$ cat config.mk
export PLATFORM = sky130hd
export DESIGN_NAME = gart_xlat
export DESIGN_NICKNAME = d
export VERILOG_FILES = /design/src/rtl/gart_xlat.sv
export SDC_FILE = /design/constraint.sdc
export NUM_CORES = 1
export LEC_CHECK = 0
export BUFFER_PORTS_ARGS = -buffer_cell sky130_fd_sc_hd__buf_4
export CAP_MARGIN = 20
export CORE_AREA = 2 2 186 224
export CTS_BUF_LIST = sky130_fd_sc_hd__clkbuf_2 sky130_fd_sc_hd__clkbuf_4 sky130_fd_sc_hd__clkbuf_8
export DETAILED_ROUTE_END_ITERATION = 10
export DIE_AREA = 0 0 188 226
export PLACE_DENSITY = 0.63
export SLEW_MARGIN = 30
export SYNTH_ARGS = -nofsm -noshare
export SYNTH_HDL_FRONTEND = slang
export SYNTH_SLANG_ARGS = --single-unit
export TNS_END_PERCENT = 5
$ cat constraint.sdc
create_clock -name clk -period 10.2 [get_ports clk]
set_input_delay 0.51 -clock clk [delete_from_list [all_inputs] [get_ports clk]]
set_output_delay 0.51 -clock clk [all_outputs]
set_load 0.02 [all_outputs]
$ cat src/rtl/gart_xlat.sv
module gart_xlat #(
  parameter int CACHE_ENTRIES = 4
) (
  input  logic        clk,
  input  logic        rst_n,
  input  logic        cfg_we,
  input  logic [1:0]  cfg_addr,
  input  logic [31:0] cfg_wdata,
  output logic [31:0] cfg_rdata,
  input  logic        req_valid,
  output logic        req_ready,
  input  logic [39:0] req_addr,
  output logic        rsp_valid,
  output logic        rsp_err,
  output logic [39:0] rsp_paddr,
  output logic        mem_req,
  output logic [39:0] mem_addr,
  input  logic        mem_rvalid,
  input  logic [31:0] mem_rdata
);
  localparam int CIW = $clog2(CACHE_ENTRIES);
  localparam int PIW = 20;

  logic [5:0]  ctl_q;
  logic [14:0] apb_q;
  logic [27:0] tbl_q;
  logic        flush_q;
  logic        fetch_q;
  logic [39:0] cur_addr_q;
  logic [PIW-1:0] cur_idx_q;
  logic [39:0] mem_addr_q;
  logic [CACHE_ENTRIES-1:0] cv_q;
  logic [PIW-1:0] ctag_q [CACHE_ENTRIES];
  logic [31:0]    cdat_q [CACHE_ENTRIES];

  logic [40:0] ap_lo, ap_size, ap_off;
  assign ap_lo   = {1'b0, apb_q, 25'd0};
  assign ap_size = 41'h2000000 << ctl_q[3:1];
  assign ap_off  = {1'b0, req_addr} - ap_lo;

  wire in_ap = ctl_q[0] && (ap_off < ap_size);
  wire [PIW-1:0] pidx = ap_off[31:12];
  wire [CIW-1:0] cslot = pidx[CIW-1:0];
  wire [CIW-1:0] fslot = cur_idx_q[CIW-1:0];
  wire c_hit = cv_q[cslot] && (ctag_q[cslot] == pidx);

  assign req_ready = !fetch_q && !flush_q;
  wire acc = req_valid && req_ready;
  wire fill = fetch_q && mem_rvalid;

  assign mem_req  = fetch_q;
  assign mem_addr = mem_addr_q;

  function automatic logic [39:0] unpack(input logic [31:0] e, input logic [11:0] off);
    return e[0] ? {e[11:4], e[31:12], off} : 40'd0;
  endfunction

  always_comb begin
    case (cfg_addr)
      2'd0:    cfg_rdata = {26'd0, ctl_q};
      2'd1:    cfg_rdata = {17'd0, apb_q};
      2'd2:    cfg_rdata = {tbl_q, 4'd0};
      default: cfg_rdata = {31'd0, flush_q};
    endcase
  end

  always_ff @(posedge clk) begin
    if (!rst_n) begin
      ctl_q <= '0; apb_q <= '0; tbl_q <= '0; flush_q <= 1'b0;
      fetch_q <= 1'b0; cur_addr_q <= '0; cur_idx_q <= '0; mem_addr_q <= '0;
      cv_q <= '0; rsp_valid <= 1'b0; rsp_err <= 1'b0; rsp_paddr <= '0;
    end else begin
      rsp_valid <= 1'b0;
      if (flush_q && !fetch_q) begin
        cv_q    <= '0;
        flush_q <= 1'b0;
      end
      if (cfg_we) begin
        case (cfg_addr)
          2'd0:    ctl_q <= cfg_wdata[5:0];
          2'd1:    apb_q <= cfg_wdata[14:0];
          2'd2:    tbl_q <= cfg_wdata[31:4];
          default: if (cfg_wdata[0]) flush_q <= 1'b1;
        endcase
      end
      if (acc) begin
        cur_addr_q <= req_addr;
        cur_idx_q  <= pidx;
        if (!in_ap) begin
          rsp_valid <= 1'b1;
          rsp_err   <= 1'b0;
          rsp_paddr <= req_addr;
        end else if (c_hit) begin
          rsp_valid <= 1'b1;
          rsp_err   <= !cdat_q[cslot][0];
          rsp_paddr <= unpack(cdat_q[cslot], req_addr[11:0]);
        end else begin
          fetch_q    <= 1'b1;
          mem_addr_q <= {tbl_q, 12'd0} + {18'd0, pidx, 2'd0};
        end
      end
      if (fill) begin
        fetch_q     <= 1'b0;
        cv_q[fslot] <= 1'b1;
        rsp_valid   <= 1'b1;
        rsp_err     <= !mem_rdata[0];
        rsp_paddr   <= unpack(mem_rdata, cur_addr_q[11:0]);
      end
    end
  end

  always_ff @(posedge clk) begin
    if (fill) begin
      ctag_q[fslot] <= cur_idx_q;
      cdat_q[fslot] <= mem_rdata;
    end
  end

  AST_PASS_THROUGH: assert property (@(posedge clk) disable iff (!rst_n)
    (acc && !in_ap) |=> (rsp_valid && !rsp_err && rsp_paddr == $past(req_addr)));
  AST_MEM_HOLD: assert property (@(posedge clk) disable iff (!rst_n)
    (mem_req && !mem_rvalid) |=> (mem_req && $stable(mem_addr)));
  AST_OFFSET_KEPT: assert property (@(posedge clk) disable iff (!rst_n)
    (rsp_valid && !rsp_err) |-> (rsp_paddr[11:0] == cur_addr_q[11:0]));
  AST_ERR_ZERO: assert property (@(posedge clk) disable iff (!rst_n)
    (rsp_valid && rsp_err) |-> (rsp_paddr == 40'd0));
  AST_FLUSH_CLEARS: assert property (@(posedge clk) disable iff (!rst_n)
    $fell(flush_q) |-> (cv_q == '0));
  AST_FILL_RESPONDS: assert property (@(posedge clk) disable iff (!rst_n)
    (mem_req && mem_rvalid) |=> rsp_valid);
endmodule

After elaboration in Yosys (flattened, before gate mapping)
Memory sizes are Yosys's and may differ from the RTL's. Cells that the tools add are included.

Add/subtract/negate cells: 2. $lt $le $gt $ge: 4. Eq/ne operators: 4. Shift-type cells: 1. Muxes and demuxes: 28. Bitwise logic cells: 3. Reduce and logical (&&, ||, !) cells: 20.

Operators by type and width (number): 40-bit 2-to-1 mux (6); 32-bit one-hot mux with 3 select lines (1); 41-bit less-than comparator (1); 26-bit by 3-bit left shift with 41-bit output (first input constant) (1); 40-bit by 40-bit subtractor with 41-bit output (1); 40-bit by 22-bit adder with 40-bit output (1); 20-bit equality test (1); 1-bit 2-to-1 mux (16); 4-bit 2-to-1 mux (3); 2-bit AND reduction (4); 1-bit logical AND (7); 2-bit by 3-bit less-than comparator with 1-bit output (second input constant) (2); 1-bit logical NOT (4); 4-bit bitwise OR (1); 3-bit by 1-bit inequality test with 1-bit output (second input constant) (1); 3-bit AND reduction (1); 3-bit OR reduction (1); 1-bit binary-select mux with 2-bit select (1); 1-bit demux with 2-bit select (1); 2-bit by 1-bit equality test with 1-bit output (second input constant) (1); 2-bit equality test (second input constant) (1); 2-bit by 1-bit greater-or-equal comparator with 1-bit output (second input constant) (1); 2-bit logical NOT (1); 1-bit inverter (2); 2 further kinds (2).

Flip-flop bits (word level): 169. Memory bits (writable): 208. Bits of input ports: 111. Output and inout bits: 116. Logic and storage cells: 76. Memories kept: 2.

Memories: cdat_q (words 4, width 32, rd ports 1, clocked after Yosys merged registers in 0, write ports 1, RTL line 34) `logic [31:0] cdat_q [CACHE_ENTRIES];`; ctag_q (words 4, width 20, rd ports 1, clocked after Yosys merged registers in 0, write ports 1, RTL line 33) `logic [PIW-1:0] ctag_q [CACHE_ENTRIES];`.

Longest topological paths before layout
Gate-level depths: netlist of the first run.

Depth after elaboration: 8. Gate-level depth with buffers: 19. Depth with buffers taken out: 16.

Worst setup path before layout of the first run
No wires, ideal clock.

Kind: register to register. Start point: register fetch_q, in the netlist mem_req. End point: memory cdat_q[0][0] (enable). Library setup time: 518 ps. Data arrival time: 4359 ps. Data required time: 9682 ps. Path slack: 5322 ps. Stages on the path, launching flop included: 4. Buffers on the path: 1. Clock period less this slack: 4878 ps. Cells stage by stage: dfxtp_1 -> nand2_1 -> clkbuf_1 -> nor3_1.

Word-level cells in the longest chain between the ends: 3.

RTL lines: start: declaration (RTL line 28) `logic fetch_q;`; start signal: assignment (RTL line 70) `fetch_q <= 1'b0; cur_addr_q <= '0; cur_idx_q <= '0; mem_addr_q <= '0;`; start signal: assignment (RTL line 98) `fetch_q <= 1'b1;`; start signal: assignment (RTL line 103) `fetch_q <= 1'b0;`; 1-bit logical AND (RTL line 49) `wire fill = fetch_q && mem_rvalid;`; 1-bit 2-to-1 mux (RTL line 113) `if (fill) begin`; 1-bit 2-to-1 mux (not written as such) (RTL line 115) `cdat_q[fslot] <= mem_rdata;`; end: declaration (RTL line 34).

No other way between the ends.

Final worst setup path of the first run
Start point: register apb_q[0]. End point: register rsp_paddr[2].

Word-level cells in the longest chain between the ends: 6. Elaborated cells on any way between the ends: 10. Those cells by class: 1 x add/sub; 1 x order compare; 2 x eq/ne; 3 x mux; 3 x reduce/logical.

RTL lines: start: declaration (RTL line 25) `logic [14:0] apb_q;`; start signal: assignment (RTL line 81) `2'd1: apb_q <= cfg_wdata[14:0];`; 40-bit by 40-bit subtractor with 41-bit output * (RTL line 39) `assign ap_off = {1'b0, req_addr} - ap_lo;`; named net ap_off[29] (RTL line 36) `logic [40:0] ap_lo, ap_size, ap_off;`; 41-bit less-than comparator (RTL line 41) `wire in_ap = ctl_q[0] && (ap_off < ap_size);`; 1-bit logical AND (RTL line 41); 40-bit 2-to-1 mux (RTL line 89) `if (!in_ap) begin`; 40-bit 2-to-1 mux (RTL line 86) `if (acc) begin`; 40-bit 2-to-1 mux (RTL line 102) `if (fill) begin`; end signal: assignment (RTL line 92) `rsp_paddr <= req_addr;`; end signal: assignment (RTL line 96) `rsp_paddr <= unpack(cdat_q[cslot], req_addr[11:0]);`; end signal: assignment (RTL line 107) `rsp_paddr <= unpack(mem_rdata, cur_addr_q[11:0]);`; end: declaration (RTL line 15) `output logic [39:0] rsp_paddr,`.

Mark *: on every way through the listed nets, which the timed path passes. The rest lies on a longest branch. The select of a mux whose other input is x is not followed. A chain may end at the register's enable or synchronous reset.

==> results by group, run 1 <==
Run status
  – Status: completed

Hold path
  – Worst Min Path Start: mem_rdata[28]
  – Worst min path class: in2reg

Synthesis
  – Synth cell types: 68
  – Mean Syn Cell Area: 11.22 um^2
  – Sequential-to-total area share from yosys stat: 0.5661
  – Top FF cell, synth: edfxtp_1
  – Async S/R FF share, synth: 0
  – Synthesized flop and latch total: 363
  – Cell area after synthesis: around 0.016 mm^2
  – Post-synthesis cell count: 1,453
  – Number of synthesized flops with an enable pin: 196
  – Syn. warnings: 0

GRT
  – Largest net degree at the start of global routing: 68
  – GR Overflow Total: 0
  – Vias in the first global route: between 10k and 15k
  – Tot GR Track Use: 0.2165
  – Initial antenna violation count: 4
  – First-pass GRT wire length: 71,140 um

Die
  – Die span in y: 226 um
  – Core area: 0.04044 mm^2
  – Starting density of the core: 0.4032
  – IO Count: 227
  – Die width: 188 um
  – Rows: 81
  – Die area: 0.04249 mm^2

STA
  – RSZ-0062 raised after global routing: no
  – Rel. slew slack: 0.3526
  – Setup TNS: 0 ps
  – Max-slew violation count: 0
  – Hold Fails Final Rpt: 0
  – Final setup fails: 0
  – Period minus WS final: slightly below 5000 ps
  – Tcrit/Tclk final: 0.4779
  – Final setup margin: 5326 ps
  – Final hold slack: 102.1 ps
  – Clk_skew: 20.73 ps
  – Fmax: roughly 210 MHz
  – Worst-Margin Slew: 971.1 ps

Detailed routing
  – Vias per inst: 5.451
  – DRT Pass-1 Iters: 5
  – Post-route DRC: 0
  – DRT iter0 DRCs: slightly above 800
  – Post-Route WL: 46,610 um
  – Final ANT Viol Nets: 0
  – Total number of vias: 12.24k
  – Wire length per cell: between 20 and 25 um

Layout
  – Synth-to-Final Area Change: 20.64%
  – Design area: 0.01967 mm^2
  – Multi-input gate area: 0.006564 mm^2
  – Total Nets Final: roughly 1.8k
  – # fillers: 3,698
  – Fraction of layout cells with a size suffix above 1: 0.2637
  – Final core utilization: 0.4864
  – FF+latch area: 0.009229 mm^2
  – Final non-filler cell total: 2,245

CTS
  – Clk buf depth: 3
  – CTS buffer count: 58
  – Clock tree root driver cell: clkbuf_8
  – Clock latency on the worst-skew pair: 630 ps
  – Cts repair resizes: 0
  – CTS Hold Bufs: 0
  – Clock sinks: around 360
  – CTS tree: built
  – Worst-path clk slew: 60 ps
  – H-Tree Level Count: 2
  – Setup Fix Bufs, Post-CTS: 0

Power and ir drop
  – Leakage Power: approximately 7.3 nW
  – Total power: 3.240 mW
  – VDD IR max: 0.1072 mV
  – P per Cell Area: 164.7 mW/mm^2

Place
  – Area post-placement: between 0.015 and 0.02 mm^2
  – HPWL after DPL: 30,520 um
  – DP Cell Count: 2,133
  – # port buffers: 221
  – GP Congestion: just over 0.8
  – Worst Setup Slack post-DPL: roughly 5000 ps

Worst setup path
  – Crit Path Category: reg2reg
  – Top Family by Delay on Critical Path: adder cells
  – CP max-delay cell: buf_4
  – CP arrival: 5390 ps
  – Worst Setup SP: apb_q[0]$_SDFFE_PN0P_
  – Worst Path Max Fanout: 65
  – Critical Path RT: 10,710 ps
  – CP endpoint kind: flop
  – RR Startpoint: apb_q[0]$_SDFFE_PN0P_
  – Critical-path cell list: ha_1 > fa_1 > nor2b_1 > o21a_1 > nor2_1 > xnor2_1 > ha_1 > o211ai_1 > nand2b_1 > maj3_1 > a311oi_4 > and3_2 > buf_4 > a2111oi_2 > buf_4 > a221o_1
  – Slowest Stage Delay on Critical Path: slightly above 600 ps
  – Crit path buf inv count: 2
  – Startpoint types: flop

Run
  – Max Cap Violations: 0
synthesized netlist by cell type (9+ instances only):
cell type	count	area (um^2)
ha_1	31	387.9
a22o_1	10	87.58
mux2i_1	22	220.2
o21a_1	9	67.56
dfxtp_1	167	3343
o221a_2	25	281.5
a221o_1	12	120.1
a221oi_1	22	192.7
nand3_1	48	240.2
edfxtp_1	196	5886
buf_2	20	100.1
and3_1	17	106.4
nand4_1	15	93.84
a21oi_1	125	625.6
and2_1	28	175.2
nor3_1	10	50.05
clkbuf_1	69	259.0
xnor2_1	44	385.4
inv_1	32	120.1
nor2_1	68	255.2
o21ai_0	55	275.3
nand2_1	258	968.4
mux4_2	42	945.9
layout by cell type, fill, tap and decap left out, types with 7 or more instances in the layout:
| cell | n |
|---|---|
| a21oi_1 | 125 |
| a221o_1 | 12 |
| a221oi_1 | 22 |
| a22o_1 | 10 |
| and2_1 | 27 |
| and3_1 | 15 |
| buf_4 | 243 |
| clkbuf_4 | 32 |
| clkbuf_8 | 70 |
| dfxtp_1 | 167 |
| edfxtp_1 | 196 |
| ha_1 | 31 |
| inv_1 | 31 |
| mux2i_1 | 22 |
| mux4_2 | 42 |
| nand2_1 | 256 |
| nand2b_1 | 8 |
| nand3_1 | 48 |
| nand4_1 | 15 |
| nor2_1 | 65 |
| nor2b_1 | 7 |
| nor3_1 | 9 |
| o21a_1 | 9 |
| o21ai_0 | 55 |
| o221a_2 | 25 |
| xnor2_1 | 44 |
kinds of logic after synthesis:
group                    count (synthesis)  share of synthesized area
AND/OR/NAND/NOR                        486                     0.1341
flip-flops                             363                     0.5661
AO/OA/AOI/OAI                          316                     0.1353
buffers and inverters                  135                    0.03492
multiplexers                            66                    0.07291
XOR/XNOR                                52                    0.02962
adder cells (fa/ha/maj)                 34                    0.02686
other                                    1                  0.0002300
final timing paths:
path	end	slack, ps	cells past startpoint
setup / recovery	rsp_paddr[2]$_SDFFE_PN0P_	5330	16
setup reg to reg	rsp_paddr[2]$_SDFFE_PN0P_	5330	16
hold reg to reg	cur_addr_q[1]$_SDFFE_PN0P_	450	2
hold / removal	cdat_q[1][28]$_DFFE_PP_	100	1
routing by layer:
layer	wire length, um	share of wire	global-route usage	vias to the layer above
met2	22620	0.49	0.3690	419
met3	3091	0.066	0.04227	76
met5	0	0	0	-
met1	19620	0.42	0.2731	6002
met4	1275	0.027	0.08052	0
li1	-	-	-	5741
flip-flops by register name (all words and copies together) (netlist names):
signal and flops:
flush_q 1, rsp_err 1, mem_req 1, rsp_paddr 40, ctag_q 80, cv_q 4, mem_addr 38, apb_q 15
cdat_q 116, cur_addr_q 12, tbl_q 28, cur_idx_q 20, rsp_valid 1, ctl_q 6
cell type report:
type                       count  area share
timing repair buffer         243     0.09275
tap                          539     0.03429
clock inverter                 7    0.002226
antenna                        3   0.0003817
multi-input combinational    956      0.3337
sequential                   363      0.4692
inverter                      32    0.006234
clock buffer                 102     0.06120
report_power, final:
| part | switching, mW | internal [mW] | total [mW] | leakage, nW |
|---|---|---|---|---|
| Combinational | 0.199 | 0.141 | 0.339 | 3.45 |
| Sequential | 0.0239 | 1.57 | 1.59 | 3.17 |
| Clock | 0.575 | 0.737 | 1.31 | 0.671 |
(Power assumes the default switching activity.)
==> run 2, diff against run 1 <==
PLACE_DENSITY = 0.65   (was 0.63)
clock period = 4 ns   (was 10.2 ns; I/O delays follow)
==> run 2 against run 1 <==
  * Critical path type unchanged
  * Via count up 5.1%
  * Die area unchanged
  * Design area is 6.6% higher
  * Register-to-register slack got worse by 5100 ps
  * Setup slack got worse by 5100 ps
  * Clock power rose to 2.6 times the previous value
==> results by group, run 2 (synthesized netlist as in run 1, its figures left out) <==
Run status
  – Status: completed

Detailed routing
  – Met2 routed WL: 22,840 um
  – DRT Pass-1 Iters: 7
  – Vias per inst: 5.448
  – DRT iter0 DRCs: ~800
  – Final ANT Viol Nets: 0
  – Met3 wire length: 3346 um
  – Highest Signal Layer: met5
  – Wl on met1: 19,290 um
  – Wire length per cell: 20.01 um
  – Post-Route WL: 47,250 um
  – Post-route DRC: 0
  – Total number of vias: 12.86k

Worst setup path
  – Slowest Stage Delay on Critical Path: 420 ps
  – Startpoint types: flop
  – CP arrival: about 4400 ps
  – CP endpoint kind: flop
  – Critical-path cell list: ha_1 > fa_1 > nor2b_2 > o21a_1 > nor2_1 > xnor2_1 > ha_1 > o211ai_1 > nand2b_1 > maj3_2 > a311oi_4 > nand4_1 > buf_4 > a211oi_4 > buf_6 > a221o_1
  – Most frequent CP cell: ha_1
  – Critical Path RT: 4570 ps
  – Crit Path Category: reg2reg
  – CP max-delay cell: fa_1
  – Worst Path Max Fanout: 12

GRT
  – Largest net degree at the start of global routing: 54
  – GR Overflow Total: 0
  – First-pass GRT wire length: 71,760 um
  – Vias in the first global route: 12.68k
  – Tot GR Track Use: 0.2181
  – Initial antenna violation count: 2

CTS
  – CTS tree: built
  – CTS buffer count: slightly below 60
  – Clock sinks: 363
  – Clk buf depth: 3
  – H-Tree Level Count: 2
  – Worst-path clk slew: around 60 ps
  – Clock tree root driver cell: clkbuf_8
  – Clock latency on the worst-skew pair: 660 ps

Die
  – Rows: 81
  – Die width: 188 um
  – Starting density of the core: 0.4032
  – Die area: 0.04249 mm^2
  – IO Count: between 200 and 250
  – Core area: 0.04044 mm^2
  – Die span in y: 226 um

Place
  – Worst Setup Slack post-DPL: -68.21 ps
  – # port buffers: 221
  – GP Congestion: 0.8505
  – HPWL after DPL: about 31,000 um

Layout
  – Synth-to-Final Area Change: 28.66%
  – Final core utilization: 0.5187
  – Most frequent cells in the layout: 257 x nand2_1, 254 x buf_4, 196 x edfxtp_1
  – Number of flip-flops under the largest register name: ~120
  – Biggest regs: cdat_q (116), ctag_q (80), rsp_paddr (40)
  – Reg with most FFs: cdat_q
  – Commonest non-fill, non-tap cell in the layout: nand2_1
  – Fraction of layout cells with a size suffix above 1: 0.2626
  – Total Nets Final: 1,917

Power and ir drop
  – VDD IR max: 0.2857 mV
  – Reg power frac: 0.482
  – Clock share of power: 0.400
  – Combinational share of power: 0.119
  – Net Switching: 2.095 mW
  – Leakage Power: 7.851 nW
  – Int Power: between 6 and 7 mW
  – P per Cell Area: 401.4 mW/mm^2
  – Sw Share: 0.2489

STA
  – RSZ-0062 raised after global routing: no
  – Final setup fails: 0
  – Max-slew violation count: 0
  – Clk_skew: ~49 ps
  – Hold Fails Final Rpt: 0
  – Final setup margin: 195.0 ps
  – Fmax: 262.8 MHz
  – Worst-Margin Slew: 974.9 ps
  – Tcrit/Tclk final: 0.9512
  – Period minus WS final: 3805 ps
  – Rel. slew slack: 0.3487

Hold path
  – Worst min path class: in2reg

Run
  – Max Cap Violations: 0
run 2: cell types whose count changed in the layout (fill, tap and decap cells not counted), moves of 3 or more:
cell	delta
dlygate4sd3_1	+96
buf_4	+11
buf_12	+9
buf_6	+3
clkbuf_4	-3
clkbuf_8	-3
run 2: worst max-delay path, delay by kind of cell (launching register included):
kind | cells | cell delay, ps
flip-flops | 1 | 340
XOR/XNOR | 1 | 240
AO/OA/AOI/OAI | 5 | 1030
adder cells (fa/ha/maj) | 4 | 1250
AND/OR/NAND/NOR | 4 | 480
buffers and inverters | 2 | 400
run 2: stage by stage:
step	cell area (um^2)	hold WS (ps)	setup TNS, ps	power (mW)	std cells
after global placement	18660	411.8	-12.30	5.009	2152
after floorplan	16310	298.9	0	4.645	1454
after CTS	20900	2.496	0	8.471	2357
after global routing	20970	38.00	0	8.727	2359
final	20980	41.49	0	8.419	2361
after detailed placement	18660	415.9	-642.4	5.027	2152
run 2: per-layer routing:
layer | vias to the layer above | track usage
met1 | 6212 | 0.2674
met4 | 4 | 0.09042
met5 | - | 0
met3 | 120 | 0.04258
li1 | 5978 | -
met2 | 549 | 0.3766
run 2: power groups by stage:
stage          sequential, mW  combinational (mW)  clock (mW)
2_1_floorplan            4.14               0.501           0
3_3_place_gp             4.13               0.880           0
3_5_place_dp             4.13               0.894           0
4_1_cts                  4.05               0.985        3.43
5_1_grt                  4.06                1.08        3.59
6_report                 4.05               0.998        3.37
run 2: cell type report:
type | count | area [um^2]
diodes | 2 | 5.005
clock buffers | 96 | 1140
clock inverters | 11 | 111.4
fillers | 3526 | 19460
inverters | 32 | 122.6
multi-input cells | 956 | 6611
flip-flops and latches | 363 | 9229
well taps | 539 | 674.4
repair buffers | 362 | 3082
run 2: worst paths after layout:
check | startpoint | end | slack, ps | cells past startpoint
min reg2reg | cur_addr_q[2]$_SDFFE_PN0P_ | cur_addr_q[2]$_SDFFE_PN0P_ | 450 | 2
max | apb_q[0]$_SDFFE_PN0P_ | rsp_paddr[2]$_SDFFE_PN0P_ | 200 | 16
max reg2reg | apb_q[0]$_SDFFE_PN0P_ | rsp_paddr[2]$_SDFFE_PN0P_ | 200 | 16
min | req_addr[36] | rsp_paddr[36]$_SDFFE_PN0P_ | 40 | 4
run 2: timing repair:
item                                    in CTS  in global routing
endpoints found under the hold margin      238                  0
pin swaps                                    1                  2
endpoints found under the setup margin      13                 80
hold buffers                                96                  0
buffers inserted                             2                  2
gates resized for setup                      2                 14
==> run 3, diff against run 2 <==
ABC_AREA = 1   (was unset)
CORE_AREA = 2 2 190 229   (was 2 2 186 224)
DIE_AREA = 0 0 192 231   (was 0 0 188 226)
==> run 3 against run 2 <==
  * Sequential power about the same
  * Clock power about the same
  * Via count up 17%
  * Die area up 4.4%
  * Final cell count up 26%
  * Count of clock-buffer cells in the layout down 5
  * Sequential share of layout area down 0.85 points
  * Global-route usage up 0.39 points
  * Combinational power up 14%
  * Flip-flop and latch count unchanged
  * Largest cell class unchanged
  * First-iteration DRC count up 3.7%
  * Total power up 1.7%
  * Critical path type unchanged
==> results by group, run 3 <==
Layout
  – Fraction of layout cells with a size suffix above 1: 0.1590
  – Final non-filler cell total: 2,969
  – Design area: 0.02139 mm^2
  – Synth-to-Final Area Change: 25.23%
  – Most frequent cells in the layout: 542 x nand2_1, 250 x buf_4, 244 x nor2_1
  – Commonest non-fill, non-tap cell in the layout: nand2_1
  – Total Nets Final: approximately 2.5k
  – Biggest regs: cdat_q (116), ctag_q (80), rsp_paddr (40)
  – Reg with most FFs: cdat_q
  – Number of flip-flops under the largest register name: 116

Detailed routing
  – Post-Route WL: 49,440 um
  – Vias per inst: approximately 5.1
  – DRT Pass-1 Iters: 5
  – Final ANT Viol Nets: 0
  – Wire length per cell: 16.65 um
  – DRT iter0 DRCs: 837
  – Total number of vias: 15.00k
  – Post-route DRC: 0

GRT
  – Vias in the first global route: 14.55k
  – Initial antenna violation count: 3
  – First-pass GRT wire length: ~77,000 um
  – Largest net degree at the start of global routing: 100
  – GR Overflow Total: 0
  – Tot GR Track Use: 0.2220

Worst setup path
  – R2r endpoint: rsp_paddr[27]$_SDFFE_PN0P_
  – R2R cell count: 19
  – Critical-path cell list: ha_1 > fa_1 > inv_1 > nand3_1 > nand2_1 > nand2_1 > nand2_1 > ha_1 > a21oi_1 > nand2_1 > nand2_2 > nand2_1 > nor2_4 > nand3_1 > nand2_2 > buf_4 > nand2_1 > nand2_1 > nor2_1
  – CP endpoint kind: flop
  – Critical Path RT: 4560 ps
  – Most frequent CP cell: nand2_1
  – Crit path buf inv count: 2
  – Top Family by Delay on Critical Path: simple AND/OR/NAND/NOR gates
  – Crit Path Category: reg2reg
  – CP max-delay cell: nand2_2
  – Startpoint types: flop
  – RR Startpoint: apb_q[0]$_SDFFE_PN0P_
  – Worst Path Max Fanout: 20
  – CP arrival: 4170 ps
  – Slowest Stage Delay on Critical Path: 530 ps
  – FF-to-FF setup slack: 380 ps

Synthesis
  – Top FF cell, synth: edfxtp_1
  – Post-synthesis cell count: between 2k and 2.5k
  – Ranking of synthesized cells by area: edfxtp_1 34%, dfxtp_1 20%, nand2_1 12%, nor2_1 5.4%, inv_1 4.4%
  – Number of synthesized flops with an enable pin: 196
  – Count leader, synth: nand2_1
  – Post-synth top area cell: edfxtp_1
  – Share of the synthesized area in the top cell type: 0.3446
  – Synth cell count leaders: 544 x nand2_1, 244 x nor2_1, 202 x inv_1
  – Syn. warnings: 0
  – Synth cell types: 39
  – Async S/R FF share, synth: 0
  – Mean Syn Cell Area: approximately 8.3 um^2
  – Sequential-to-total area share from yosys stat: 0.5403
  – Synthesized flop and latch total: 363
  – Cell area after synthesis: 0.01708 mm^2

Power and ir drop
  – P per Cell Area: around 400 mW/mm^2
  – VDD IR max: between 0.2 and 0.25 mV
  – Leakage Power: 9.220 nW

Place
  – Worst Setup Slack post-DPL: ~350 ps
  – # port buffers: 221
  – GP Congestion: 0.8671
  – Area post-placement: 0.01923 mm^2
  – HPWL after DPL: 32,090 um
  – DP Cell Count: around 2.8k

STA
  – Period minus WS final: 3616 ps
  – RSZ-0062 raised after global routing: no
  – Final setup margin: around 380 ps
  – Worst-Margin Slew: a little under 1000 ps
  – Tcrit/Tclk final: 0.9040
  – Clk_skew: slightly below 20 ps
  – Final setup fails: 0
  – Fmax: 276.5 MHz
  – Rel. slew slack: 0.3396
  – Max-slew violation count: 0
  – Hold Fails Final Rpt: 0

CTS
  – H-Tree Level Count: 2
  – Cts repair resizes: 0
  – CTS tree: built
  – Setup Fix Bufs, Post-CTS: 0
  – CTS buffer count: 60
  – Clock sinks: 363
  – Clock latency on the worst-skew pair: 670 ps
  – Worst-path clk slew: 70 ps
  – Clock tree root driver cell: clkbuf_8
  – Clk buf depth: 3

Die
  – Die width: between 150 and 200 um
  – Die span in y: 231 um
  – IO Count: 227
  – Rows: 83
  – Starting density of the core: 0.4031
  – Die area: 0.04435 mm^2
  – Core area: 0.04237 mm^2

Hold path
  – Worst min path class: in2reg
  – Hold Path Stages: 7
  – Worst Min Path Start: req_addr[33]
  – Hold path endpoint: rsp_paddr[33]$_SDFFE_PN0P_

Run
  – Max Cap Violations: 0

Run status
  – Status: completed
## run 3: changes by cell type in the layout (fill, tap and decap cells not counted), moves of 23 or more
cell / before / now
and2_1: 26 / 3
xnor2_1: 43 / 3
o21ai_0: 55 / 145
nor2_1: 65 / 244
nand3_1: 47 / 125
o22ai_1: 2 / 41
inv_1: 31 / 202
nand4_1: 15 / 39
mux4_2: 42 / 0
o221a_2: 25 / 0
nand2_1: 257 / 542
## run 3: stage by stage
step / TNS, ps / hold slack [ps] / util / total power, mW
after detailed placement: 0 / 413.5 / 0.4538 / 5.219
after CTS: 0 / 38.64 / 0.5046 / 8.653
final: 0 / 69.54 / 0.5048 / 8.562
after floorplan: -150380 / 298.9 / - / 4.822
after global routing: 0 / 102.4 / 0.5048 / 8.956
after global placement: 0 / 409.1 / 0.4538 / 5.200
## run 3: cell type report
type / instances / area (um^2)
clock buffers: 91 / 1109
multi-input cells: 1384 / 6535
diodes: 2 / 5.005
repair buffers: 347 / 2898
well taps: 552 / 690.7
clock inverters: 19 / 126.4
fillers: 3964 / 20980
flip-flops and latches: 363 / 9229
inverters: 211 / 797.0
## run 3: repair_timing
item	CTS	global route
setup endpoints to repair	0	0
endpoints found under the hold margin	235	0
hold buffers	92	0
## run 3: layer usage
metal  up-vias  GRT usage  share of wire
met2       466     0.3817           0.49
met1      7048     0.2806           0.43
met3        79    0.03497          0.063
met5         -          0        0.00022
li1       7408          -              -
met4         2    0.08135          0.025
## run 3: tightest hold or removal path: stages
cell,delay [ps]
buf_4,110
inv_1,40
nand2_1,70
nand3_1,80
nand2_1,70
nor2_1,40
nor2_1,90
## run 3: worst max path at each step
stage / startpoint / end / cells after the start
5_1_grt: apb_q[0]$_SDFFE_PN0P_ / mem_addr[32]$_SDFFE_PN0P_ / 17
6_report: apb_q[0]$_SDFFE_PN0P_ / rsp_paddr[27]$_SDFFE_PN0P_ / 19
2_1_floorplan: mem_req$_SDFFE_PP0P_ / cdat_q[2][0]$_DFFE_PP_ / 3
4_1_cts: apb_q[0]$_SDFFE_PN0P_ / rsp_paddr[35]$_SDFFE_PN0P_ / 19
3_5_place_dp: req_addr[25] / rsp_paddr[35]$_SDFFE_PN0P_ / 21
3_3_place_gp: req_addr[25] / rsp_err$_SDFFE_PN0P_ / 21
## run 3: logic make-up after synthesis
family | synth area share
simple gates | 0.2355
flops | 0.5403
compound gates | 0.1043
buf+inv | 0.07919
fa+ha+maj | 0.02505
xor+xnor | 0.01538
other cells | 0.0002196
## run 3: power by group
| part | switching (mW) | internal [mW] | total (mW) |
|---|---|---|---|
| clock | 1.51 | 1.83 | 3.34 |
| combinational | 0.710 | 0.434 | 1.14 |
| sequential | 0.0608 | 4.01 | 4.08 |
| total | 2.28 | 6.28 | 8.56 |
